File: src/rtl/alu_dly_pkg.sv
package alu_dly_pkg;

  localparam int ID_W   = 4;
  localparam int SKIP_W = 3;
  localparam int OP_W   = 2 * ID_W + SKIP_W;
  localparam int BACK_W = 3;
  localparam int PEN_W  = 2;

  typedef enum logic [1:0] {
    CLS_NONE  = 2'd0,
    CLS_VEC   = 2'd1,
    CLS_TRANS = 2'd2
  } alu_cls_e;

  typedef struct packed {
    logic              ring;
    logic [BACK_W-1:0] back;
    logic [PEN_W-1:0]  pen;
  } dep_t;

  function automatic dep_t dep_decode(input logic [ID_W-1:0] id);
    dep_t d;
    d = '0;
    case (id)
      4'd1, 4'd2, 4'd3, 4'd4: begin
        d.ring = 1'b1;
        d.back = id[BACK_W-1:0];
      end
      4'd5, 4'd6, 4'd7: begin
        d.ring = 1'b1;
        d.back = BACK_W'(id - 4'd4);
      end
      4'd8, 4'd9: d.pen  = 2'd1;
      4'd10:      d.pen  = 2'd2;
      4'd11:      d.pen  = 2'd3;
      default:    d      = '0;
    endcase
    return d;
  endfunction

endpackage

File: src/rtl/dly_hist_ring.sv
module dly_hist_ring
  import alu_dly_pkg::*;
#(
  parameter int HIST = 4
) (
  input  logic            clk,
  input  logic            rst_n,
  input  logic            push,
  input  alu_cls_e        push_cls,
  input  logic            vec_done,
  input  logic            trans_done,
  output logic [HIST-1:0] done_o
);

  localparam int IDX_W = $clog2(HIST);

  alu_cls_e          cls_q [HIST];
  alu_cls_e          cls_d [HIST];
  logic [HIST-1:0]   done_q, done_d, marked;
  logic [IDX_W-1:0]  vsel, tsel;
  logic              vhit, thit;

  // Oldest incomplete entry of each type: the highest index wins.
  always_comb begin
    vhit = 1'b0;
    thit = 1'b0;
    vsel = '0;
    tsel = '0;
    for (int i = 0; i < HIST; i++) begin
      if (!done_q[i] && cls_q[i] == CLS_VEC) begin
        vhit = 1'b1;
        vsel = IDX_W'(i);
      end
      if (!done_q[i] && cls_q[i] == CLS_TRANS) begin
        thit = 1'b1;
        tsel = IDX_W'(i);
      end
    end
    marked = done_q;
    if (vec_done && vhit)   marked[vsel] = 1'b1;
    if (trans_done && thit) marked[tsel] = 1'b1;
  end

  // Entry 0 is the most recent issue; a push shifts everything one place older.
  for (genvar g = 0; g < HIST; g++) begin : g_slot
    if (g == 0) begin : g_head
      assign cls_d[g]  = push ? push_cls : cls_q[g];
      assign done_d[g] = push ? 1'b0     : marked[g];
    end else begin : g_body
      assign cls_d[g]  = push ? cls_q[g-1]  : cls_q[g];
      assign done_d[g] = push ? marked[g-1] : marked[g];
    end
  end

  always_ff @(posedge clk or negedge rst_n) begin
    if (!rst_n) begin
      for (int i = 0; i < HIST; i++) cls_q[i] <= CLS_NONE;
      done_q <= '1;
    end else begin
      for (int i = 0; i < HIST; i++) cls_q[i] <= cls_d[i];
      done_q <= done_d;
    end
  end

  assign done_o = done_q;

endmodule

File: src/rtl/dly_target_track.sv
module dly_target_track
  import alu_dly_pkg::*;
#(
  parameter int MAX_SKIP = 5
) (
  input  logic              clk,
  input  logic              rst_n,
  input  logic              hint_go,
  input  logic [ID_W-1:0]   op_id0,
  input  logic [SKIP_W-1:0] op_skip,
  input  logic [ID_W-1:0]   op_id1,
  input  logic              inst_go,
  output logic [ID_W-1:0]   act0,
  output logic [ID_W-1:0]   act1
);

  localparam int DIST_W = SKIP_W + 1;

  logic              a_arm_q, a_arm_d;
  logic [ID_W-1:0]   a_id_q,  a_id_d;
  logic              b_arm_q, b_arm_d;
  logic [ID_W-1:0]   b_id_q,  b_id_d;
  logic [DIST_W-1:0] b_dist_q, b_dist_d;
  logic [SKIP_W-1:0] skip_eff;

  assign skip_eff = (op_skip > SKIP_W'(MAX_SKIP)) ? SKIP_W'(MAX_SKIP) : op_skip;

  assign act0 = a_arm_q ? a_id_q : '0;
  assign act1 = (b_arm_q && b_dist_q == DIST_W'(1)) ? b_id_q : '0;

  always_comb begin
    a_arm_d  = a_arm_q;
    a_id_d   = a_id_q;
    b_arm_d  = b_arm_q;
    b_id_d   = b_id_q;
    b_dist_d = b_dist_q;
    if (hint_go) begin
      a_arm_d  = 1'b1;
      a_id_d   = op_id0;
      b_arm_d  = 1'b1;
      b_id_d   = op_id1;
      b_dist_d = DIST_W'(skip_eff) + DIST_W'(1);
    end else if (inst_go) begin
      a_arm_d = 1'b0;
      if (b_arm_q) begin
        if (b_dist_q == DIST_W'(1)) b_arm_d  = 1'b0;
        else                        b_dist_d = b_dist_q - DIST_W'(1);
      end
    end
  end

  always_ff @(posedge clk or negedge rst_n) begin
    if (!rst_n) begin
      a_arm_q  <= 1'b0;
      a_id_q   <= '0;
      b_arm_q  <= 1'b0;
      b_id_q   <= '0;
      b_dist_q <= '0;
    end else begin
      a_arm_q  <= a_arm_d;
      a_id_q   <= a_id_d;
      b_arm_q  <= b_arm_d;
      b_id_q   <= b_id_d;
      b_dist_q <= b_dist_d;
    end
  end

endmodule

File: src/rtl/dly_penalty.sv
module dly_penalty
  import alu_dly_pkg::*;
(
  input  logic             clk,
  input  logic             rst_n,
  input  logic             target,
  input  logic [PEN_W-1:0] need,
  input  logic             issue,
  output logic             busy,
  output logic [PEN_W-1:0] cnt
);

  logic [PEN_W-1:0] cnt_q, cnt_d;
  logic             loaded_q, loaded_d;

  assign busy = loaded_q ? (cnt_q != '0) : (target && need != '0);
  assign cnt  = cnt_q;

  always_comb begin
    cnt_d    = cnt_q;
    loaded_d = loaded_q;
    if (issue) begin
      cnt_d    = '0;
      loaded_d = 1'b0;
    end else if (!loaded_q && target && need != '0) begin
      cnt_d    = need - PEN_W'(1);
      loaded_d = 1'b1;
    end else if (loaded_q && cnt_q != '0) begin
      cnt_d    = cnt_q - PEN_W'(1);
    end
  end

  always_ff @(posedge clk or negedge rst_n) begin
    if (!rst_n) begin
      cnt_q    <= '0;
      loaded_q <= 1'b0;
    end else begin
      cnt_q    <= cnt_d;
      loaded_q <= loaded_d;
    end
  end

endmodule

File: src/rtl/alu_delay_gate.sv
module alu_delay_gate
  import alu_dly_pkg::*;
#(
  parameter int HIST     = 4,
  parameter int MAX_SKIP = 5
) (
  input  logic            clk,
  input  logic            rst_n,
  input  logic            in_valid,
  input  logic            in_is_hint,
  input  logic [1:0]      in_cls,
  input  logic [OP_W-1:0] in_operand,
  input  logic            vec_done,
  input  logic            trans_done,
  input  logic            ready,
  output logic            issue_en
);

  localparam int PAD = 1 << BACK_W;

  logic [HIST-1:0]  hist_done;
  logic [PAD-1:0]   done_pad;
  logic [ID_W-1:0]  act0, act1;
  dep_t             dep0, dep1;
  logic             ring_block, pen_busy;
  logic [PEN_W-1:0] pen_need, pen_cnt;
  logic             hint_go, inst_go, push;
  alu_cls_e         cls;

  assign cls      = alu_cls_e'(in_cls);
  assign done_pad = {{(PAD-HIST){1'b1}}, hist_done};

  assign dep0 = dep_decode(act0);
  assign dep1 = dep_decode(act1);

  assign ring_block = (dep0.ring && !done_pad[dep0.back - BACK_W'(1)]) ||
                      (dep1.ring && !done_pad[dep1.back - BACK_W'(1)]);
  assign pen_need   = (dep0.pen > dep1.pen) ? dep0.pen : dep1.pen;

  assign issue_en = in_valid && ready && (in_is_hint || !(ring_block || pen_busy));
  assign hint_go  = issue_en && in_is_hint;
  assign inst_go  = issue_en && !in_is_hint;
  assign push     = inst_go && (cls == CLS_VEC || cls == CLS_TRANS);

  dly_hist_ring #(.HIST(HIST)) u_ring (
    .clk        (clk),
    .rst_n      (rst_n),
    .push       (push),
    .push_cls   (cls),
    .vec_done   (vec_done),
    .trans_done (trans_done),
    .done_o     (hist_done)
  );

  dly_target_track #(.MAX_SKIP(MAX_SKIP)) u_track (
    .clk     (clk),
    .rst_n   (rst_n),
    .hint_go (hint_go),
    .op_id0  (in_operand[ID_W-1:0]),
    .op_skip (in_operand[ID_W+SKIP_W-1:ID_W]),
    .op_id1  (in_operand[OP_W-1:ID_W+SKIP_W]),
    .inst_go (inst_go),
    .act0    (act0),
    .act1    (act1)
  );

  dly_penalty u_pen (
    .clk    (clk),
    .rst_n  (rst_n),
    .target (in_valid && !in_is_hint),
    .need   (pen_need),
    .issue  (inst_go),
    .busy   (pen_busy),
    .cnt    (pen_cnt)
  );

endmodule

File: config.mk
export PLATFORM = sky130hd
export DESIGN_NAME = alu_delay_gate
export DESIGN_NICKNAME = d
export VERILOG_FILES = /design/src/rtl/alu_dly_pkg.sv /design/src/rtl/dly_hist_ring.sv /design/src/rtl/dly_target_track.sv /design/src/rtl/dly_penalty.sv /design/src/rtl/alu_delay_gate.sv
export SDC_FILE = /design/constraint.sdc
export NUM_CORES = 1
export LEC_CHECK = 0
export ABC_AREA = 1
export BUFFER_PORTS_ARGS = -buffer_cell sky130_fd_sc_hd__buf_2
export CAP_MARGIN = 5
export CELL_PAD_IN_SITES_DETAIL_PLACEMENT = 0
export CELL_PAD_IN_SITES_GLOBAL_PLACEMENT = 1
export CORE_MARGIN = 2
export CORE_UTILIZATION = 44
export CTS_BUF_LIST = sky130_fd_sc_hd__clkbuf_2
export DETAILED_ROUTE_END_ITERATION = 10
export PLACE_DENSITY = 0.83
export RECOVER_POWER = 50
export SLEW_MARGIN = 20
export SYNTH_ARGS = -nofsm -noshare
export SYNTH_HDL_FRONTEND = slang
export SYNTH_SLANG_ARGS = --single-unit
File: constraint.sdc
create_clock -name clk -period 3.2 [get_ports clk]
set_input_delay 0.96 -clock clk [delete_from_list [all_inputs] [get_ports clk]]
set_output_delay 0.96 -clock clk [all_outputs]
set_load 0.05 [all_outputs]
==> impl_metrics.ini, run 1 <==
[setup_path]
path_max_fanout = 3
critical_path_buf_inv_count = 3
path_delay_family = simple AND/OR/NAND/NOR gates
criticalPathCategory = reg -> out
slowest_stage = dfrtp_1
critPathMostFrequentCell = nand2_4
cp.required_ns = 2.24
critical_path.max_stage_delay_ns = 0.42
crit_start = u_track.b_dist_q[1]$_DFFE_PN0P_
cp.arrival_ns = 2.40
r2r_start = u_track.b_dist_q[1]$_DFFE_PN0P_
cp-start-kind = flop
path_cells = inv_2 -> ha_4 -> nand2_4 -> nor2_4 -> nand3_2 -> ha_4 -> nor2_2 -> o21ai_2 -> inv_1 -> nand2_2 -> nand3_2 -> nand3_4 -> nand2_4 -> nand2_4 -> nand2_4 -> buf_8
crit_path_end_kind = output port

[logic_synthesis]
synth_area_leaders = dfrtp_1 31%, nand2_1 14%, inv_1 8.3%, nand3_1 7.4%, dfstp_2 5.2%
yosysWarnings = 0
async_reset_ff_share_pct = 100
synth_top_area_share_pct = 30.8
synth-seq-cells = 29
avgSynthCellArea_um2 = 7.24
ys_types = 35
synthTopCellsByCount = 78 x nand2_1, 45 x inv_1, 30 x nand3_1, 25 x dfrtp_1, 18 x o21ai_0
synth_area_um2 = 2030
synth_edf_count = 0
yosys_most_used_dff = dfrtp_1
synth_area_leader_cell = dfrtp_1
synthesis.nets = 309
ys_seq_area_share_pct = 35.9
yosysMostFrequentCell = nand2_1
syn_inst = 281

[power_and_ir_drop]
finalPower_mw = 1.84
ir_drop_mv = 0.317
power.leakage_nw = 1.34
pwr_density_cell_nw_per_um2 = 723

[min_path]
hold_path_class = reg -> reg
hp-start = u_ring.cls_q[1]$_DFFE_PN0P_

[global_routing]
grt_pass1_wl_um = 7940
grtUsageTotal_pct = 19.7
grt_max_degree = 30
grt_pass1_vias = 1808
grt_antenna_before_repair = 0
grt.overflow.total = 0

[detailed_routing]
avgRoutedWirePerCell_um = 12.4
wirelength_um = 4770
drc = 0
ant_nets = 0
dr_total_vias = 1966
first_pass_iters = 4
routed_via_density = 5.12
drtIter0Drc = 75

[clocking]
clk_latency_ns = 0.36
clockBufferDepth = 2
numClockSinks = 29
htree_num_levels = 2
cts-buffers-inserted = 5
root_buffer = clkbuf_2
cts_tree = yes
clkTransAtPathRegs_ns = 0.15

[finish]
antenna_cells = 0
area_growth_pct = 25.2
layout.nets = 359
drive_above_1_share_pct = 27.7

[timing]
setup_slack_ns = -0.163
period_share_pct = 105
final_hold_viol_count = 0
clock_skew_ns = 0.00730
finalSetupViolations = 1
max_slew.worst_pin.slew_ns = 1.64
clock.fmax_mhz = 297
final.min_clock_period_ns = 3.36
finalMaxSlewViolations = 30
rsz0062_at_grt = true
maxSlewHeadroom_pct = -9.66

[place]
gp_congestion = 0.825
dp_slack_ns = 0.0311
hpwl_um = 3400
numPortBuffers = 20

[die]
dieArea_um2 = 5180
die_w_um = 72.0
die_y_um = 72.0
core_um2 = 4410
rows = 24
ioPinCount = 21
start_util_pct = 46.1

[run_status]
status = complete, but fails checks
failed_checks = capacitance limit, slew limit, setup timing

[run]
drv_cap = 1
[power by group]
part	switching (mW)	internal [mW]	leakage [nW]
logic	0.553	0.411	0.942
registers	0.106	0.507	0.361
clock network	0.128	0.133	0.0406
total	0.788	1.05	1.34
[worst reg2reg max path: stages (launching register included)]
cell,delay (ns)
dfrtp_1,0.42
inv_2,0.08
ha_4,0.14
nand2_4,0.05
nor2_4,0.12
nand3_2,0.12
ha_4,0.29
inv_1,0.03
nand2_1,0.06
o21ai_2,0.06
inv_1,0.06
nand2_2,0.06
nand3_2,0.11
nand3_4,0.08
buf_4,0.16
a21oi_4,0.28
nand4_1,0.14
nand2_1,0.09
[sequential cells by signal, indices dropped and copies added (netlist names)]
signal,cells
u_track.b_arm_q,1
u_track.b_dist_q,4
u_track.b_id_q,4
u_track.a_id_q,4
u_ring.cls_q,8
u_pen.loaded_q,1
u_track.a_arm_q,1
u_pen.cnt,2
u_ring.done_o,4
[routing by layer]
| layer | GRT usage, % | part of all wire (%) | wire, um |
|---|---|---|---|
| met2 | 32.1 | 47 | 2250 |
| met1 | 26.4 | 48 | 2310 |
| met4 | 5.66 | 0.92 | 44 |
| met5 | 0 | 0 | 0 |
| met3 | 4.31 | 3.5 | 167 |
[cell type report]
cell class                 instances  area, um^2
multi-input combinational        200        1180
timing repair buffer              48         319
clock buffer                       6        30.0
clock inverter                     2        33.8
sequential                        29         731
tap                               52        65.1
fill                             417        1870
inverter                          47         181
[cells in the final DEF, fill, tap and decap left out, types with 3 or more instances in the layout]
cell type / n
nand2_2: 4
nor2_4: 5
inv_2: 3
buf_2: 18
ha_1: 5
dfrtp_1: 25
nor3_1: 3
a21oi_1: 6
nand4_1: 13
dfstp_2: 4
nand3_1: 29
clkbuf_2: 6
nand2_4: 4
inv_1: 42
ha_4: 3
nor2_1: 11
nand2_1: 77
buf_4: 28
o21ai_0: 17
[cells by family after synthesis]
logic type               after synthesis  synth area share (%)
AO/OA/AOI/OAI                         31                  8.92
XOR/XNOR                               2                 0.862
buffers and inverters                 52                  10.3
flip-flops                            29                  35.9
AND/OR/NAND/NOR                      159                  39.1
adder cells (fa/ha/maj)                8                  4.92
[stage by stage]
| step | TNS (ns) | hold slack [ns] | cells | instance area [um^2] | utilization (%) |
|---|---|---|---|---|---|
| 4_1_cts | -0.189 | 0.498 | 377 | 2450 | 55.5 |
| 3_3_place_gp | 0 | 0.462 | 363 | 2280 | 51.7 |
| 6_report | -0.163 | 0.493 | 384 | 2540 | 57.7 |
| 3_5_place_dp | 0 | 0.462 | 363 | 2280 | 51.7 |
| 2_1_floorplan | 0 | 0.442 | 281 | 2030 | - |
| 5_1_grt | -0.316 | 0.513 | 384 | 2540 | 57.7 |
[worst paths after layout]
path / endpoint / slack [ns] / cells past startpoint
setup / recovery: issue_en / -0.16 / 16
min in group asynchronous: u_track.b_dist_q[2]$_DFFE_PN0P_ / 1.00 / 1
hold reg to reg: u_ring.cls_q[1]$_DFFE_PN0P_ / 0.49 / 2
max in group asynchronous: u_track.b_arm_q$_DFFE_PN0P_ / 1.26 / 1
setup reg to reg: u_ring.cls_q[4]$_DFFE_PN0P_ / 0.79 / 17
hold / removal: u_ring.cls_q[1]$_DFFE_PN0P_ / 0.49 / 2
[timing repair]
action / CTS / global route
setup endpoints to repair: 1 / 1
hold endpoints to repair: 0 / 0
pin swaps: 6 / 10
hold buffers: 0 / 0
setup buffers: 6 / 7
gates resized for setup: 13 / 11
cloned: 0 / 0
No activity file was read; power rests on OpenSTA's default activity.
==> inputs of run 2 (changes only) <==
--- a/config.mk
+++ b/config.mk
@@ -11,10 +11,10 @@
 export CELL_PAD_IN_SITES_DETAIL_PLACEMENT = 0
 export CELL_PAD_IN_SITES_GLOBAL_PLACEMENT = 1
 export CORE_MARGIN = 2
-export CORE_UTILIZATION = 44
-export CTS_BUF_LIST = sky130_fd_sc_hd__clkbuf_2
+export CORE_UTILIZATION = 39
+export CTS_BUF_LIST = sky130_fd_sc_hd__clkbuf_8 sky130_fd_sc_hd__clkbuf_16
 export DETAILED_ROUTE_END_ITERATION = 10
-export PLACE_DENSITY = 0.83
+export PLACE_DENSITY = 0.74
 export RECOVER_POWER = 50
 export SLEW_MARGIN = 20
 export SYNTH_ARGS = -nofsm -noshare
==> constraint.sdc (replaced) <==
create_clock -name clk -period 2.72 [get_ports clk]
set_input_delay 0.816 -clock clk [delete_from_list [all_inputs] [get_ports clk]]
set_output_delay 0.816 -clock clk [all_outputs]
set_load 0.05 [all_outputs]
==> run 2 against run 1 <==
The flow still finishes with violations (capacitance limit, slew limit, setup timing). Wire length rose by 3.5%. Register-to-register slack worse by 0.54 ns. Critical path type unchanged. Cell area increased by 5.7%. Core utilization shrank 4.6 points. Combinational power increased by 21%. Critical endpoint unchanged. Clock-buffer cell count did not move. Non-clock buffer count grew 15. Largest power group unchanged. Critical path depth is the same. Sequential power rose by 17%. First-iteration DRC count is 5.3% higher. Die area up 12%. Via count grew 2.1%.
==> impl_metrics.ini, run 2 (synthesis gave the netlist of run 1 again) <==
[setup_path]
path_max_fanout = 3
cp-start-kind = flop
crit_path_end_kind = output port
cp.arrival_ns = 2.26
cp.required_ns = 1.90
criticalPathCategory = reg -> out

[clocking]
clockBufferDepth = 2
cts-buffers-inserted = 5
clk_latency_ns = 0.28
root_buffer = clkbuf_8
htree_num_levels = 2
clkTransAtPathRegs_ns = 0.06
numClockSinks = 29
cts_tree = yes

[die]
dieArea_um2 = 5810
rows = 26
die_y_um = 76.2
die_w_um = 76.2
ioPinCount = 21
start_util_pct = 40.1
core_um2 = 5070

[global_routing]
busiest_layer = met2
grt_max_degree = 30
grt_util_met1_pct = 23.4
grtUsageMet2_pct = 31.5
grt_pass1_wl_um = 8590
grt.overflow.total = 0
grtUsageTotal_pct = 18.3
grt_pass1_vias = 1971
grt.met3_usage_pct = 3.67
grt_antenna_before_repair = 0

[detailed_routing]
drc = 0
routed_via_density = 4.82
first_pass_iters = 6
dr_total_vias = 2008
ant_nets = 0
wirelength_um = 4930
avgRoutedWirePerCell_um = 11.8
drtIter0Drc = 79

[place]
gp_congestion = 0.786
dp_slack_ns = -0.220
placed_cells = 401
hpwl_um = 3690
numPortBuffers = 20

[power_and_ir_drop]
power.leakage_nw = 1.42
switching_power_mw = 0.925
internal_power_mw = 1.33
ir_drop_mv = 0.429
switching_share_pct = 41.1
combPwrFrac_pct = 52.0
pwr_density_cell_nw_per_um2 = 837
seq_power_share_pct = 31.9
p_clk_share_pct = 16.0

[timing]
finalSetupViolations = 1
final.min_clock_period_ns = 3.07
setup_slack_ns = -0.354
final_hold_viol_count = 0
max_slew.worst_pin.slew_ns = 1.69
finalMaxSlewViolations = 30
clock_skew_ns = 0.00403
clock.fmax_mhz = 325
maxSlewHeadroom_pct = -12.6
period_share_pct = 113
rsz0062_at_grt = true

[finish]
largest_reg_flops = 8
final_cell_mix = 77 x nand2_1, 45 x inv_1, 43 x buf_4, 29 x nand3_1, 25 x dfrtp_1
antenna_cells = 0
largest_register = u_ring.cls_q
final_util_pct = 53.0
area_growth_pct = 32.3
final_common_cell = nand2_1
stdcell_count = 417
layout.nets = 374
drive_above_1_share_pct = 30.0

[run_status]
status = complete, but fails checks
failed_checks = capacitance limit, slew limit, setup timing

[run]
drv_cap = 1

[min_path]
hold_path_class = reg -> reg
## run 2: metal layers
layer / up-vias / wire length, um
met5: - / 0
met4: 0 / 78
met3: 7 / 153
met2: 19 / 2340
met1: 946 / 2360
li1: 1036 / -
## run 2: power groups by stage
stage          sequential, mW  combinational, mW  clock (mW)
4_1_cts                 0.718               1.15       0.375
6_report                0.719               1.17       0.361
2_1_floorplan           0.717              0.692           0
5_1_grt                 0.740               1.33       0.389
3_5_place_dp            0.725               1.07           0
3_3_place_gp            0.721               1.06           0
## run 2: final timing paths
path                                                 start                         endpoint  slack [ns]  cells after the start
max                        u_track.b_dist_q[0]$_DFFE_PN0P_                         issue_en       -0.35                     16
min                            u_ring.cls_q[1]$_DFFE_PN0P_      u_ring.cls_q[1]$_DFFE_PN0P_        0.48                      2
max reg2reg                u_track.b_dist_q[1]$_DFFE_PN0P_      u_ring.cls_q[4]$_DFFE_PN0P_        0.25                     18
min reg2reg                    u_ring.cls_q[1]$_DFFE_PN0P_      u_ring.cls_q[1]$_DFFE_PN0P_        0.48                      2
max in group asynchronous                            rst_n      u_ring.cls_q[4]$_DFFE_PN0P_        0.78                      1
min in group asynchronous                            rst_n  u_track.b_dist_q[0]$_DFFE_PN0P_        0.97                      1
## run 2: cell type report
| class | instances | area [um^2] |
|---|---|---|
| repair buffers | 63 | 432 |
| clock buffers | 6 | 82.6 |
| fillers | 551 | 2380 |
| inverters | 47 | 181 |
| multi-input cells | 200 | 1170 |
| clock inverters | 2 | 7.51 |
| well taps | 70 | 87.6 |
| flip-flops and latches | 29 | 731 |
## run 2: metrics by stage
step	hold slack (ns)	power (mW)	TNS, ns	area (um^2)
6_report	0.479	2.25	-0.354	2690
5_1_grt	0.512	2.46	-0.509	2690
4_1_cts	0.488	2.24	-0.427	2650
3_5_place_dp	0.471	1.79	-0.220	2480
3_3_place_gp	0.460	1.78	-0.141	2480
2_1_floorplan	0.442	1.41	-0.0658	2060
## run 2: worst max-delay path: stages (launching register included)
cell and delay, ns:
dfrtp_1 0.41, ha_4 0.18, buf_4 0.14, nand3_2 0.09, nor2_4 0.04, nand2_2 0.06, ha_2 0.17, inv_2 0.04
nor3_2 0.13, nand2_1 0.07, nand2_1 0.08, nand3_1 0.09, nand2_2 0.12, clkinv_4 0.07, nand2_4 0.09, nand2_8 0.05
buf_8 0.15
## run 2: timing repair
item	4_1_cts	5_1_grt
pin swaps	7	4
hold buffers	0	0
setup buffers	5	3
gates cloned	0	0
setup endpoints to repair	1	10
hold endpoints to repair	0	0
resized for setup	8	6
